==> config.mk <==
export PLATFORM = sky130hd
export DESIGN_NAME = acu_core
export DESIGN_NICKNAME = d
export VERILOG_FILES = /design/src/rtl/acu_pkg.sv /design/src/rtl/acu_decode.sv /design/src/rtl/acu_arith.sv /design/src/rtl/acu_digit.sv /design/src/rtl/acu_core.sv
export SDC_FILE = /design/constraint.sdc
export NUM_CORES = 1
export LEC_CHECK = 0
export BUFFER_PORTS_ARGS = -buffer_cell sky130_fd_sc_hd__buf_2
export CORE_UTILIZATION = 40
export DETAILED_ROUTE_END_ITERATION = 12
export HOLD_SLACK_MARGIN = 0.02
export SYNTH_ARGS = -nofsm -noshare
export SYNTH_HDL_FRONTEND = slang
export SYNTH_SLANG_ARGS = --single-unit
==> constraint.sdc <==
create_clock -name clk -period 1.72 [get_ports clk]
set_clock_uncertainty 0.1 [all_clocks]
set_input_delay 0.258 -clock clk [delete_from_list [all_inputs] [get_ports clk]]
set_output_delay 0.258 -clock clk [all_outputs]
set_load 0.05 [all_outputs]
==> src/rtl/acu_pkg.sv <==
package acu_pkg;

  typedef enum logic [2:0] {
    K_NONE,
    K_MOV,
    K_ADD,
    K_SUB,
    K_MUL,
    K_NOT,
    K_DGT,
    K_DST
  } acu_kind_e;

  localparam int INSTR_W = 19;

endpackage

==> src/rtl/acu_decode.sv <==
module acu_decode
  import acu_pkg::*;
(
  input  logic [INSTR_W-1:0] instr,
  output acu_kind_e          kind,
  output logic [2:0]         dest
);

  logic [2:0] major;
  logic [1:0] minor2;
  logic [2:0] minor3;

  assign major  = instr[16:14];
  assign minor2 = instr[13:12];
  assign minor3 = instr[13:11];
  assign dest   = instr[2:0];

  always_comb begin
    kind = K_NONE;
    case (major)
      3'b000: kind = K_MOV;
      3'b010: if (minor2 == 2'b11) kind = K_ADD;
      3'b011: begin
        case (minor2)
          2'b00:   kind = K_SUB;
          2'b01:   kind = K_MUL;
          default: begin
            case (minor3)
              3'b110:  kind = K_NOT;
              3'b100:  kind = K_DGT;
              3'b101:  kind = K_DST;
              default: kind = K_NONE;
            endcase
          end
        endcase
      end
      default: kind = K_NONE;
    endcase
  end

endmodule

==> src/rtl/acu_arith.sv <==
module acu_arith
  import acu_pkg::*;
#(
  parameter int DATA_W   = 11,
  parameter int LIMIT    = 999,
  parameter int TRUE_VAL = 100
) (
  input  acu_kind_e                 kind,
  input  logic signed [DATA_W-1:0]  acc,
  input  logic signed [DATA_W-1:0]  opnd,
  output logic signed [DATA_W-1:0]  result
);

  localparam int PW = 2 * DATA_W + 2;
  localparam logic signed [PW-1:0]     HI_W = PW'(LIMIT);
  localparam logic signed [PW-1:0]     LO_W = -HI_W;
  localparam logic signed [DATA_W-1:0] HI_N = DATA_W'(LIMIT);
  localparam logic signed [DATA_W-1:0] LO_N = -HI_N;

  logic signed [PW-1:0] a_x;
  logic signed [PW-1:0] b_x;
  logic signed [PW-1:0] wide;

  always_comb begin
    a_x = PW'(acc);
    b_x = PW'(opnd);
    case (kind)
      K_ADD:   wide = a_x + b_x;
      K_SUB:   wide = a_x - b_x;
      K_MUL:   wide = a_x * b_x;
      default: wide = (acc == '0) ? PW'(TRUE_VAL) : '0;
    endcase
    if (wide > HI_W)      result = HI_N;
    else if (wide < LO_W) result = LO_N;
    else                  result = wide[DATA_W-1:0];
  end

endmodule

==> src/rtl/acu_digit.sv <==
module acu_digit #(
  parameter int DATA_W = 11,
  parameter int NDIG   = 3
) (
  input  logic                      is_dst,
  input  logic [4:0]                sel_raw,
  input  logic [4:0]                val_raw,
  input  logic signed [DATA_W-1:0]  acc,
  input  logic signed [DATA_W-1:0]  sel_val,
  input  logic signed [DATA_W-1:0]  opnd_val,
  output logic                      apply,
  output logic signed [DATA_W-1:0]  result
);

  function automatic int pow10(int n);
    int r;
    r = 1;
    for (int i = 0; i < n; i++) r = r * 10;
    return r;
  endfunction

  localparam logic [DATA_W-1:0]        TEN    = DATA_W'(10);
  localparam logic signed [DATA_W-1:0] ZERO_S = '0;
  localparam logic signed [DATA_W-1:0] NDIG_S = DATA_W'(NDIG);

  logic [DATA_W-1:0]        mag;
  logic [DATA_W-1:0]        vmag;
  logic [DATA_W-1:0]        dig [NDIG];
  logic signed [DATA_W-1:0] sel_s;
  logic                     sel_ok;
  logic                     val_ok;
  logic [DATA_W-1:0]        pick;
  logic [DATA_W-1:0]        scale;
  logic [DATA_W-1:0]        vdig;
  logic [DATA_W-1:0]        new_mag;

  assign mag  = acc[DATA_W-1] ? DATA_W'(-acc) : DATA_W'(acc);
  assign vmag = opnd_val[DATA_W-1] ? DATA_W'(-opnd_val) : DATA_W'(opnd_val);

  for (genvar k = 0; k < NDIG; k++) begin : g_dig
    localparam logic [DATA_W-1:0] SC = DATA_W'(pow10(k));
    assign dig[k] = (mag / SC) % TEN;
  end

  always_comb begin
    sel_s  = sel_raw[4] ? sel_val : $signed(DATA_W'(sel_raw[3:0]));
    sel_ok = (sel_s >= ZERO_S) && (sel_s < NDIG_S);
    pick   = '0;
    scale  = '0;
    for (int k = 0; k < NDIG; k++) begin
      if (sel_s == DATA_W'(k)) begin
        pick  = dig[k];
        scale = DATA_W'(pow10(k));
      end
    end
    if (val_raw[4]) begin
      vdig   = vmag % TEN;
      val_ok = 1'b1;
    end else begin
      vdig   = DATA_W'(val_raw[3:0]);
      val_ok = (val_raw[3:0] <= 4'd9);
    end
    apply   = sel_ok && (!is_dst || val_ok);
    new_mag = is_dst ? (mag - pick * scale + vdig * scale) : pick;
    result  = acc[DATA_W-1] ? -$signed(new_mag) : $signed(new_mag);
  end

endmodule

==> src/rtl/acu_core.sv <==
module acu_core
  import acu_pkg::*;
#(
  parameter int DATA_W   = 11,
  parameter int LIMIT    = 999,
  parameter int TRUE_VAL = 100,
  parameter int NDIG     = 3
) (
  input  logic                      clk,
  input  logic                      rst_n,
  input  logic                      exec_en,
  input  logic [INSTR_W-1:0]        instr,
  input  logic signed [DATA_W-1:0]  opnd_val,
  input  logic signed [DATA_W-1:0]  sel_val,
  output logic signed [DATA_W-1:0]  acc_out,
  output logic signed [DATA_W-1:0]  dat_out,
  output logic                      port_wr,
  output logic [2:0]                port_id,
  output logic signed [DATA_W-1:0]  port_val
);

  localparam logic signed [DATA_W-1:0] HI_N = DATA_W'(LIMIT);
  localparam logic signed [DATA_W-1:0] TV_N = DATA_W'(TRUE_VAL);

  // reset: asynchronous assertion, synchronous release
  logic [1:0] rst_pipe;
  logic       rst_int_n;

  always_ff @(posedge clk or negedge rst_n) begin
    if (!rst_n) rst_pipe <= 2'b00;
    else        rst_pipe <= {rst_pipe[0], 1'b1};
  end
  assign rst_int_n = rst_pipe[1];

  acu_kind_e                kind;
  logic [2:0]               dest;
  logic signed [DATA_W-1:0] arith_res;
  logic signed [DATA_W-1:0] digit_res;
  logic                     digit_apply;

  acu_decode i_dec (
    .instr (instr),
    .kind  (kind),
    .dest  (dest)
  );

  acu_arith #(.DATA_W(DATA_W), .LIMIT(LIMIT), .TRUE_VAL(TRUE_VAL)) i_arith (
    .kind   (kind),
    .acc    (acc_out),
    .opnd   (opnd_val),
    .result (arith_res)
  );

  acu_digit #(.DATA_W(DATA_W), .NDIG(NDIG)) i_digit (
    .is_dst   (kind == K_DST),
    .sel_raw  (instr[4:0]),
    .val_raw  (instr[9:5]),
    .acc      (acc_out),
    .sel_val  (sel_val),
    .opnd_val (opnd_val),
    .apply    (digit_apply),
    .result   (digit_res)
  );

  // next state
  logic                     acc_en, dat_en, port_en;
  logic signed [DATA_W-1:0] acc_d;

  always_comb begin
    acc_en  = 1'b0;
    dat_en  = 1'b0;
    port_en = 1'b0;
    acc_d   = acc_out;
    if (exec_en) begin
      case (kind)
        K_MOV: begin
          if (dest == 3'd0) begin
            acc_en = 1'b1;
            acc_d  = opnd_val;
          end else if (dest == 3'd1) begin
            dat_en = 1'b1;
          end else begin
            port_en = 1'b1;
          end
        end
        K_ADD, K_SUB, K_MUL, K_NOT: begin
          acc_en = 1'b1;
          acc_d  = arith_res;
        end
        K_DGT, K_DST: begin
          acc_en = digit_apply;
          acc_d  = digit_res;
        end
        default: ;
      endcase
    end
  end

  // registers
  always_ff @(posedge clk or negedge rst_int_n) begin
    if (!rst_int_n) begin
      acc_out  <= '0;
      dat_out  <= '0;
      port_wr  <= 1'b0;
      port_id  <= '0;
      port_val <= '0;
    end else begin
      port_wr <= port_en;
      if (acc_en)  acc_out <= acc_d;
      if (dat_en)  dat_out <= opnd_val;
      if (port_en) begin
        port_id  <= dest;
        port_val <= opnd_val;
      end
    end
  end


  port_pulse_chk: assert property (@(posedge clk) disable iff (!rst_int_n)
    port_wr |-> $past(exec_en));


  port_hold_chk: assert property (@(posedge clk) disable iff (!rst_int_n)
    port_wr |-> ($stable(acc_out) && $stable(dat_out)));


  acc_range_chk: assert property (@(posedge clk) disable iff (!rst_int_n)
    (acc_out <= HI_N) && (acc_out >= -HI_N));


  dat_range_chk: assert property (@(posedge clk) disable iff (!rst_int_n)
    (dat_out <= HI_N) && (dat_out >= -HI_N));


  not_value_chk: assert property (@(posedge clk) disable iff (!rst_int_n)
    (exec_en && kind == K_NOT) |=> ((acc_out == '0) || (acc_out == TV_N)));


  idle_hold_chk: assert property (@(posedge clk) disable iff (!rst_int_n)
    (!exec_en || kind == K_NONE) |=> (!port_wr && $stable(acc_out) && $stable(dat_out)));

endmodule

## Word-level counts from Yosys, hierarchy flattened

Cells that the tools add are included.

- Output and inout port bits: 37
- Input bits: 44
- Register bits after elaboration: 39

- Equal/unequal tests: 18
- Multipliers: 3
- Mux-type cells: 34
- Magnitude comparators: 5
- Add/subtract/negate cells: 7
- Div/mod/pow operators: 6
- Reduce and logical (&&, ||, !) cells: 13

Operators by type and width:

| kind | count |
|---|---|
| $mux W11 | 12 |
| $pmux W24 S3 | 1 |
| $mod A11 B4 Y11 const B | 4 |
| $neg A11 Y11 | 3 |
| $pmux W11 S3 | 1 |
| $gt A24 B11 Y1 const B | 1 |
| $lt A24 B11 Y1 const B | 1 |
| $logic_not A11 Y1 | 2 |
| $mul A11 B11 Y22 | 1 |
| $mul A11 B7 Y11 | 2 |
| $eq A3 B3 Y1 const B | 7 |
| $pmux W3 S3 | 2 |
| $mux W7 | 2 |
| $add A11 B11 Y12 | 1 |
| $eq A3 B2 Y1 const B | 4 |
| $mux W1 | 12 |
| $sub A11 B11 Y12 | 1 |
| $add A11 B11 Y11 | 1 |
| $div A11 B4 Y11 const B | 1 |
| $div A11 B7 Y11 const B | 1 |
| $eq A11 B2 Y1 const B | 1 |
| $eq A11 B3 Y1 const B | 1 |
| $ge A11 B1 Y1 const B | 1 |
| $lt A11 B3 Y1 const B | 1 |
| other kinds (19) | 22 |

## Depth between registers and ports, before layout

Gate-level depths: netlist of run 1.

- Depth after elaboration: 13
- Gate-level depth with buffers: 66

## Modules after synthesis

A second synthesis of run 1 with hierarchy kept.

- Cell total of the unflattened synthesis: 2,168
- Area total of the unflattened synthesis: 17,309.1 um^2

By module, submodules not included:

| module | cells each | area an instance (um^2) | sequential area each (um^2) | instances |
|---|---|---|---|---|
| acu_digit | 1,213 | 8,852.2 | 0.0 | 1 |
| acu_arith | 808 | 6,606.3 | 0.0 | 1 |
| acu_core | 133 | 1,752.9 | 975.9 | 1 |
| acu_decode | 14 | 97.6 | 0.0 | 1 |

## Worst setup path after synthesis of run 1

No wires, ideal clock.

- Path type: register -> register
- Start: reg acc_out[1]
- End: reg acc_out[10]
- Setup slack: -11.993 ns
- Required time: 1.524 ns
- Arrival: 13.517 ns
- Setup time: 0.096 ns
- Clock period less this slack: 13.713 ns
- Stages on the path, launching flop included: 59
- Cells stage by stage: dfrtp_1 -> clkbuf_1 -> inv_2 -> ha_1 -> clkbuf_1 -> or4bb_1 -> or4_1 -> o211ai_1 -> and2_1 -> ha_1 -> nor2_1 -> inv_1 -> ha_1 -> clkbuf_1 -> nand2_1 -> o21ai_0 -> nand3_1 -> nor4_1 -> (+23 left out) -> inv_1 -> fa_1 -> inv_1 -> ha_1 -> o21ai_0 -> nand2b_1 -> a21o_1 -> a21oi_1 -> xnor2_1 -> xnor2_1 -> xnor2_1 -> xnor2_1 -> xnor2_1 -> xnor3_1 -> xnor2_1 -> o21ai_0 -> o31ai_1 -> a311oi_2

- Longest elaborated chain between the ends: 13
- Elaborated cells on any way between the ends: 27
- Classes of those cells: add/sub (6); mul (2); div (5); order compare (2); mux (11); reduce/logical (1)

RTL lines:

| what | RTL line | RTL |
|---|---|---|
| from (decl) | acu_core.sv:15 | `output logic signed [DATA_W-1:0] acc_out,` |
| from (signal assigned) | acu_core.sv:102 | `acc_out <= '0;` |
| from (signal assigned) | acu_core.sv:109 | `if (acc_en) acc_out <= acc_d;` |
| $neg A11 Y11 | acu_digit.sv:37 | `assign mag = acc[DATA_W-1] ? DATA_W'(-acc) : DATA_W'(acc);` |
| $mux W11 | acu_digit.sv:37 |  |
| $div A11 B4 Y11 or $mod A11 B4 Y11 (tied branches) | acu_digit.sv:42 | `assign dig[k] = (mag / SC) % TEN;` |
| $mod A11 B4 Y11 or $mux W11 (tied branches) | acu_digit.sv:42, acu_digit.sv:51 |  |
| $mux W11 (2 in series) | acu_digit.sv:51 | `if (sel_s == DATA_W'(k)) begin` |
| $mul A11 B7 Y11 | acu_digit.sv:64 | `new_mag = is_dst ? (mag - pick * scale + vdig * scale) : pick;` |
| $sub A11 B11 Y11 | acu_digit.sv:64 |  |
| $add A11 B11 Y11 | acu_digit.sv:64 |  |
| $mux W11 | acu_digit.sv:64 |  |
| $neg A11 Y11 | acu_digit.sv:65 | `result = acc[DATA_W-1] ? -$signed(new_mag) : $signed(new_mag);` |
| $mux W11 | acu_digit.sv:65 |  |
| $pmux W11 S3 (*) | acu_core.sv:75 | `case (kind)` |

Every way passes the cells marked *; elsewhere a longest branch is shown, timed or not.
A chain may end at the register's enable or synchronous reset.

## Final worst setup path of run 1

- Start: reg acc_out[5]
- End: reg acc_out[10]

The elaborated chain is that of the path after synthesis.

==> metrics.txt, run 1 <==
outcome=finished, violations left; violated checks=setup timing; GR Util met3=0.0484; CP max stage cell=or4_4; post-synth cell types=97; top-level port count=81; Tmin final=12.04 ns; M2 GR Usage=0.487; ys async rst share=1.00; synth-to-layout area growth=48.4%; Synth Area in Compound Gates=0.221; Setup crit start kind=flip-flop; RSZ-0062 raised after global routing=yes; DRT Pass-1 Iters=5; final-report max-slew violation count=0; Worst Path Buf+Inv=24; Crit path depth=60; nets=3081; total track usage=0.303; flop2flop setup slack=-10.32 ns; CTS tree=yes; pin count of the biggest net entering global routing=25; Mapped Area=0.0156 mm^2; Synth Flop Type=dfrtp_1; Vias per Instance=5.48; Setup violations, final=11; multiplexer share of the synthesized area=0.0202; GR Layer Usage met1=0.418; most common cell after layout, fill and taps aside=buf_4; adder-cell share of the synthesized area=0.346; Die Y=199 um; HPWL Detailed=48900 um; global route overflow=0; delay-heaviest family, CP=adder cells; DIE AREA=0.0398 mm^2; Top cell by count, worst path=buf_4; Fillers=3441; CTS H-tree depth=2; die width=199 um; sequential area share after synthesis=0.0626; clk buf depth=2; Max Freq=83.0 MHz; Setup CP Type=reg -> reg; Sink Count=39; Rel. slew slack=0.336; initial antenna violation count=1; total CTS buffers=5; routability-driven placement congestion ratio=0.981; Worst Reg-to-Reg Cells=60; main combinational cell family by area after synthesis=adder cells; initial core utilization=0.410; fin crit share=7.00; first-pass GRT wire length=93700 um; Clk Tree Root Cell=clkbuf_16; routed length per instance=18.5 um; core area=0.0380 mm^2; total wire length=59700 um; worst skew pair latency=0.28 ns; Max FO, Critical Path=4; port bufs=77; Arr. time, crit path=12.14 ns; synthesized area per cell=7.86 um^2; vias after detailed routing=17.7k; measured slew at the worst slew-check pin=0.986 ns; commonest cells after routing, fill and taps aside=buf_4 (713), inv_1 (288), nand2_1 (187); final hold vios=0; CP endpoint kind=flip-flop; initial DRC count=1332; ANT nets after route=0; register bit total from synthesis=39; syn_nets=2346; worst reg2reg path endpoint=acc_out[10]; share of cells above drive strength 1=0.388; Finished Core Util=0.608; Post-Synthesis Cells=1984; Cell Rows=71; crit path launch=acc_out[5]; simple-gate share of the synthesized area=0.200; CP Capture Point=acc_out[10]; crit-path max cell delay=0.58 ns; Post-synth EDFFs=0; Ys Warns=0; Clock Pin Slew Worst Setup and Hold Paths=0.06 ns; worst endpoint required time=1.81 ns; max-cap viol count=0; Critical R2R Launch=acc_out[5]; DRC=0; min setup slack post-route=-10.32 ns; post-synthesis xor/xnor area fraction=0.0531; vias in the first global route=18.0k; HP Class=reg -> async; GRT busiest layer=met2
## worst min path at each step
stage / slack (ns) / depth (start not counted) / endpoint
global route: 0.16 / 1 / port_wr
global placement: -0.06 / 1 / rst_pipe[1]
CTS: 0.14 / 1 / port_wr
floorplan: -0.14 / 0 / rst_pipe[0]
finish: 0.13 / 1 / port_wr
detailed placement: -0.05 / 1 / rst_pipe[1]
## area by class of cell
cell class	count	area [um^2]	share of cell area
well taps	511	639	0.0276
diodes	2	5.00	0.000216
flip-flops and latches	39	985	0.0426
clock inverters	3	43.8	0.00189
clock buffers	5	125	0.00541
inverters	312	1180	0.0512
repair buffers	807	5940	0.257
multi-input cells	1554	14200	0.614
## kinds of logic after synthesis
kind of cell	Yosys count
and+or+nand+nor	627
AOI/OAI and AO/OA	484
buffers and inverters	391
adders and majority gates	320
xor gates and xnor gates	93
DFF	39
muxes	29
other	1
## through the flow
step,instance area [um^2],TNS [ns],setup slack [ns],hold slack [ns],cells
final,23100,-97.43,-10.32,0.127,3233
after floorplan,15900,-97.28,-10.49,-0.138,1984
after CTS,22700,-95.03,-10.07,0.140,3214
after global placement,21500,-104.99,-10.15,-0.0564,3153
after detailed placement,21500,-107.39,-10.52,-0.0523,3153
after global routing,23100,-101.74,-10.85,0.164,3232
## layer usage
| metal | vias to the layer above | share of wire |
|---|---|---|
| li1 | 8317 | - |
| met1 | 8635 | 0.44 |
| met2 | 659 | 0.45 |
| met3 | 114 | 0.081 |
| met4 | 0 | 0.030 |
| met5 | - | 0 |
## flip-flops by register name, summed over array words and instances, names as in the netlist
| register | cells |
|---|---|
| rst_pipe | 2 |
| port_val | 11 |
| dat_out | 11 |
| port_id | 3 |
| port_wr | 1 |
| acc_out | 11 |
## cell usage after synthesis, types with 6 or more instances
master | count | area, um^2
o21ai_1 | 6 | 30.0
a221o_1 | 6 | 60.1
dfrtp_1 | 39 | 976
xor2_1 | 17 | 149
fa_1 | 185 | 3700
nand2b_1 | 20 | 125
a221oi_1 | 14 | 123
and2_1 | 46 | 288
a2111oi_0 | 10 | 87.6
a22oi_1 | 6 | 45.0
mux2_2 | 20 | 225
o41ai_1 | 6 | 52.6
or4_1 | 9 | 67.6
nor4b_1 | 6 | 52.6
o211ai_1 | 32 | 240
nand4_1 | 10 | 62.6
nor2b_1 | 16 | 100
clkinv_1 | 10 | 37.5
a21o_1 | 30 | 225
and3_1 | 8 | 50.1
or3_1 | 22 | 138
ha_1 | 133 | 1660
nand2_1 | 189 | 709
mux2i_1 | 9 | 90.1
o21a_1 | 11 | 82.6
a211o_1 | 11 | 96.3
nor3_1 | 43 | 215
inv_1 | 298 | 1120
nand3_1 | 37 | 185
a21oi_1 | 89 | 445
o221ai_1 | 9 | 78.8
nor4_1 | 18 | 113
o21ai_0 | 72 | 360
a41oi_1 | 10 | 87.6
or2_2 | 11 | 68.8
a211oi_1 | 18 | 135
o31ai_1 | 15 | 113
xnor2_1 | 75 | 657
clkbuf_1 | 68 | 255
a31oi_1 | 19 | 119
nor2_1 | 158 | 593
o22ai_1 | 18 | 113
o21bai_1 | 25 | 188
a32oi_1 | 6 | 52.6
## repair_timing
item / CTS / global route
gates resized for setup: 132 / 55
cloned: 1 / 0
pin swaps: 92 / 27
buffers inserted: 52 / 17
hold buffers: 1 / 0
endpoints found under the hold margin: 2 / 0
endpoints found under the setup margin: 32 / 12
Power of run 1 is left out: the tool's default activity adds up to more than one toggle a clock period on the data nets, which glitch-free logic cannot reach.
==> inputs of run 2 (changes only) <==
- CORE_ASPECT_RATIO: not set -> 1.25
==> run 2 against run 1 <==
- the flow still finishes with violations (setup timing)
- via count rose by 2.2%
- critical path type unchanged
- non-clock buffer count rose by 46
- maximum frequency rose by 1.6%
- worst hold slack improved by 0.060 ns
- utilization rose by 3.2 points
- sequential cell count did not move
- worst setup slack improved by 0.19 ns
- wire length rose by 6.5%
==> metrics.txt, run 2 (synthesized netlist as in run 1, its figures left out) <==
Max FO, Critical Path=5 (+1); Critical R2R Launch=acc_out[5]; CP endpoint kind=flip-flop; port bufs=77 (unchanged); measured slew at the worst slew-check pin=0.960 ns (-0.0262 ns); clk buf depth=2 (unchanged); initial antenna violation count=2 (+1); Setup CP Type=reg -> reg; fin area=0.0245 mm^2 (+5.8%); routability-driven placement congestion ratio=0.983 (+0.21%); Layout Cells excl Fill=3260 (+0.84%); max-cap viol count=0 (unchanged); initial DRC count=988 (-26%); dpl ws=-10.49 ns (+0.0274 ns); Area after DPL=0.0217 mm^2 (+0.69%); synth-to-layout area growth=57.0%; Top Registers=acc_out x11, dat_out x11, port_val x11; Setup crit start kind=flip-flop; share of cells above drive strength 1=0.431 (+0.0431); global route overflow=0 (unchanged); core area=0.0382 mm^2 (+0.57%); Sink Count=39 (unchanged); DIE AREA=0.0398 mm^2 (about the same); DRT Pass-1 Iters=7 (+2); Clk Tree Root Cell=clkbuf_16; vias in the first global route=18.6k (+3.5%); worst endpoint required time=1.83 ns (+0.02 ns); delay-heaviest family, CP=adder cells; Worst Path Buf+Inv=9 (-63%); ANT nets after route=0 (unchanged); HPWL Detailed=50600 um (+3.4%); fin crit share=6.89 (-0.110); initial core utilization=0.408 (-0.00231); Setup violations, final=12 (+1); Tmin final=11.85 ns (-0.188 ns); pin count of the biggest net entering global routing=38 (+52%); die width=179 um (-10%); outcome=finished, violations left; top-level port count=81 (unchanged); Arr. time, crit path=11.97 ns (-0.17 ns); Cells after DPL=3150 (-0.095%); total wire length=63600 um (+6.5%); vias after detailed routing=18.1k (+2.2%); final-report max-slew violation count=0 (unchanged); crit-path max cell delay=0.54 ns (-0.04 ns); final hold vios=0 (unchanged); Cell Rows=80 (+13%); Clock Pin Slew Worst Setup and Hold Paths=0.08 ns (+0.02 ns); routed length per instance=19.5 um (+5.6%); Max Freq=84.4 MHz (+1.6%); min setup slack post-route=-10.13 ns (+0.188 ns); CTS H-tree depth=2 (unchanged); HP Class=in -> async; DRC=0 (unchanged); crit path launch=acc_out[5]; total CTS buffers=5 (unchanged); Rel. slew slack=0.354 (+0.0177); most common cell after layout, fill and taps aside=buf_4; nets=3127 (+1.5%); total negative slack=-95.77 ns (+1.66 ns); RSZ-0062 raised after global routing=yes; CTS tree=yes; total track usage=0.313 (+0.0104); first-pass GRT wire length=97200 um (+3.7%); violated checks=setup timing; worst skew pair latency=0.30 ns (+0.02 ns); Vias per Instance=5.56 (+1.4%); Die Y=223 um (+12%); commonest cells after routing, fill and taps aside=buf_4 (722), inv_1 (277), fa_1 (181); CP max stage cell=fa_1
-- run 2: cell count changes in the layout (fill, tap and decap cells not counted), moves of 7 or more --
cell and delta:
buf_6 +33, ha_1 -13, inv_1 -11, a21oi_1 -10, buf_12 +9, buf_4 +9
nand2_1 -10, inv_2 +8, mux2_4 +12, a21oi_2 +8, ha_4 +14, nand2_2 +7
mux2_2 -12
-- run 2: final timing paths --
path                                     to  slack (ns)  cells past startpoint
worst max-delay path            acc_out[10]      -10.13                     54
worst min-delay path            rst_pipe[0]        0.19                      2
worst max register to register  acc_out[10]      -10.13                     54
worst min register to register  port_val[5]        0.21                      1
max in group asynchronous        acc_out[6]        0.88                      1
min in group clk                rst_pipe[1]        0.26                      0
-- run 2: final cells by class --
cell class / instances / area [um^2]
inverters: 312 / 1200
well taps: 492 / 616
diodes: 2 / 5.00
fillers: 3265 / 13800
repair buffers: 853 / 6570
flip-flops and latches: 39 / 985
clock inverters: 3 / 43.8
clock buffers: 5 / 125
multi-input cells: 1554 / 14900
-- run 2: what timing repair did --
| action | 4_1_cts | 5_1_grt |
|---|---|---|
| gates cloned | 1 | 1 |
| pin swaps | 99 | 163 |
| setup endpoints to repair | 37 | 26 |
| gates resized for setup | 147 | 238 |
| hold buffers | 1 | 0 |
| setup buffers | 58 | 55 |
| endpoints found under the hold margin | 2 | 0 |
-- run 2: worst reg2reg max path: cells and delay by family, from the launching register on --
| family | cells | cell delay (ns) |
|---|---|---|
| XOR/XNOR | 8 | 1.40 |
| adder cells (fa/ha/maj) | 9 | 3.58 |
| AND/OR/NAND/NOR | 11 | 1.86 |
| AO/OA/AOI/OAI | 17 | 3.37 |
| flip-flops | 1 | 0.42 |
| buffers and inverters | 9 | 1.02 |
-- run 2: routing by layer --
| metal | GRT usage | routed length [um] | part of all wire |
|---|---|---|---|
| met5 | 0 | 0 | 0 |
| met4 | 0.171 | 4440 | 0.070 |
| met3 | 0.0282 | 3140 | 0.049 |
| met2 | 0.570 | 32400 | 0.51 |
| met1 | 0.355 | 23700 | 0.37 |
-- run 2: through the flow --
| stage | util | hold WS (ns) |
|---|---|---|
| detailed placement | 0.567 | -0.0553 |
| global placement | 0.567 | -0.0571 |
| CTS | 0.601 | 0.176 |
| finish | 0.640 | 0.187 |
| floorplan | - | -0.138 |
| global route | 0.640 | 0.203 |
Power of run 2 is left out for the same reason.
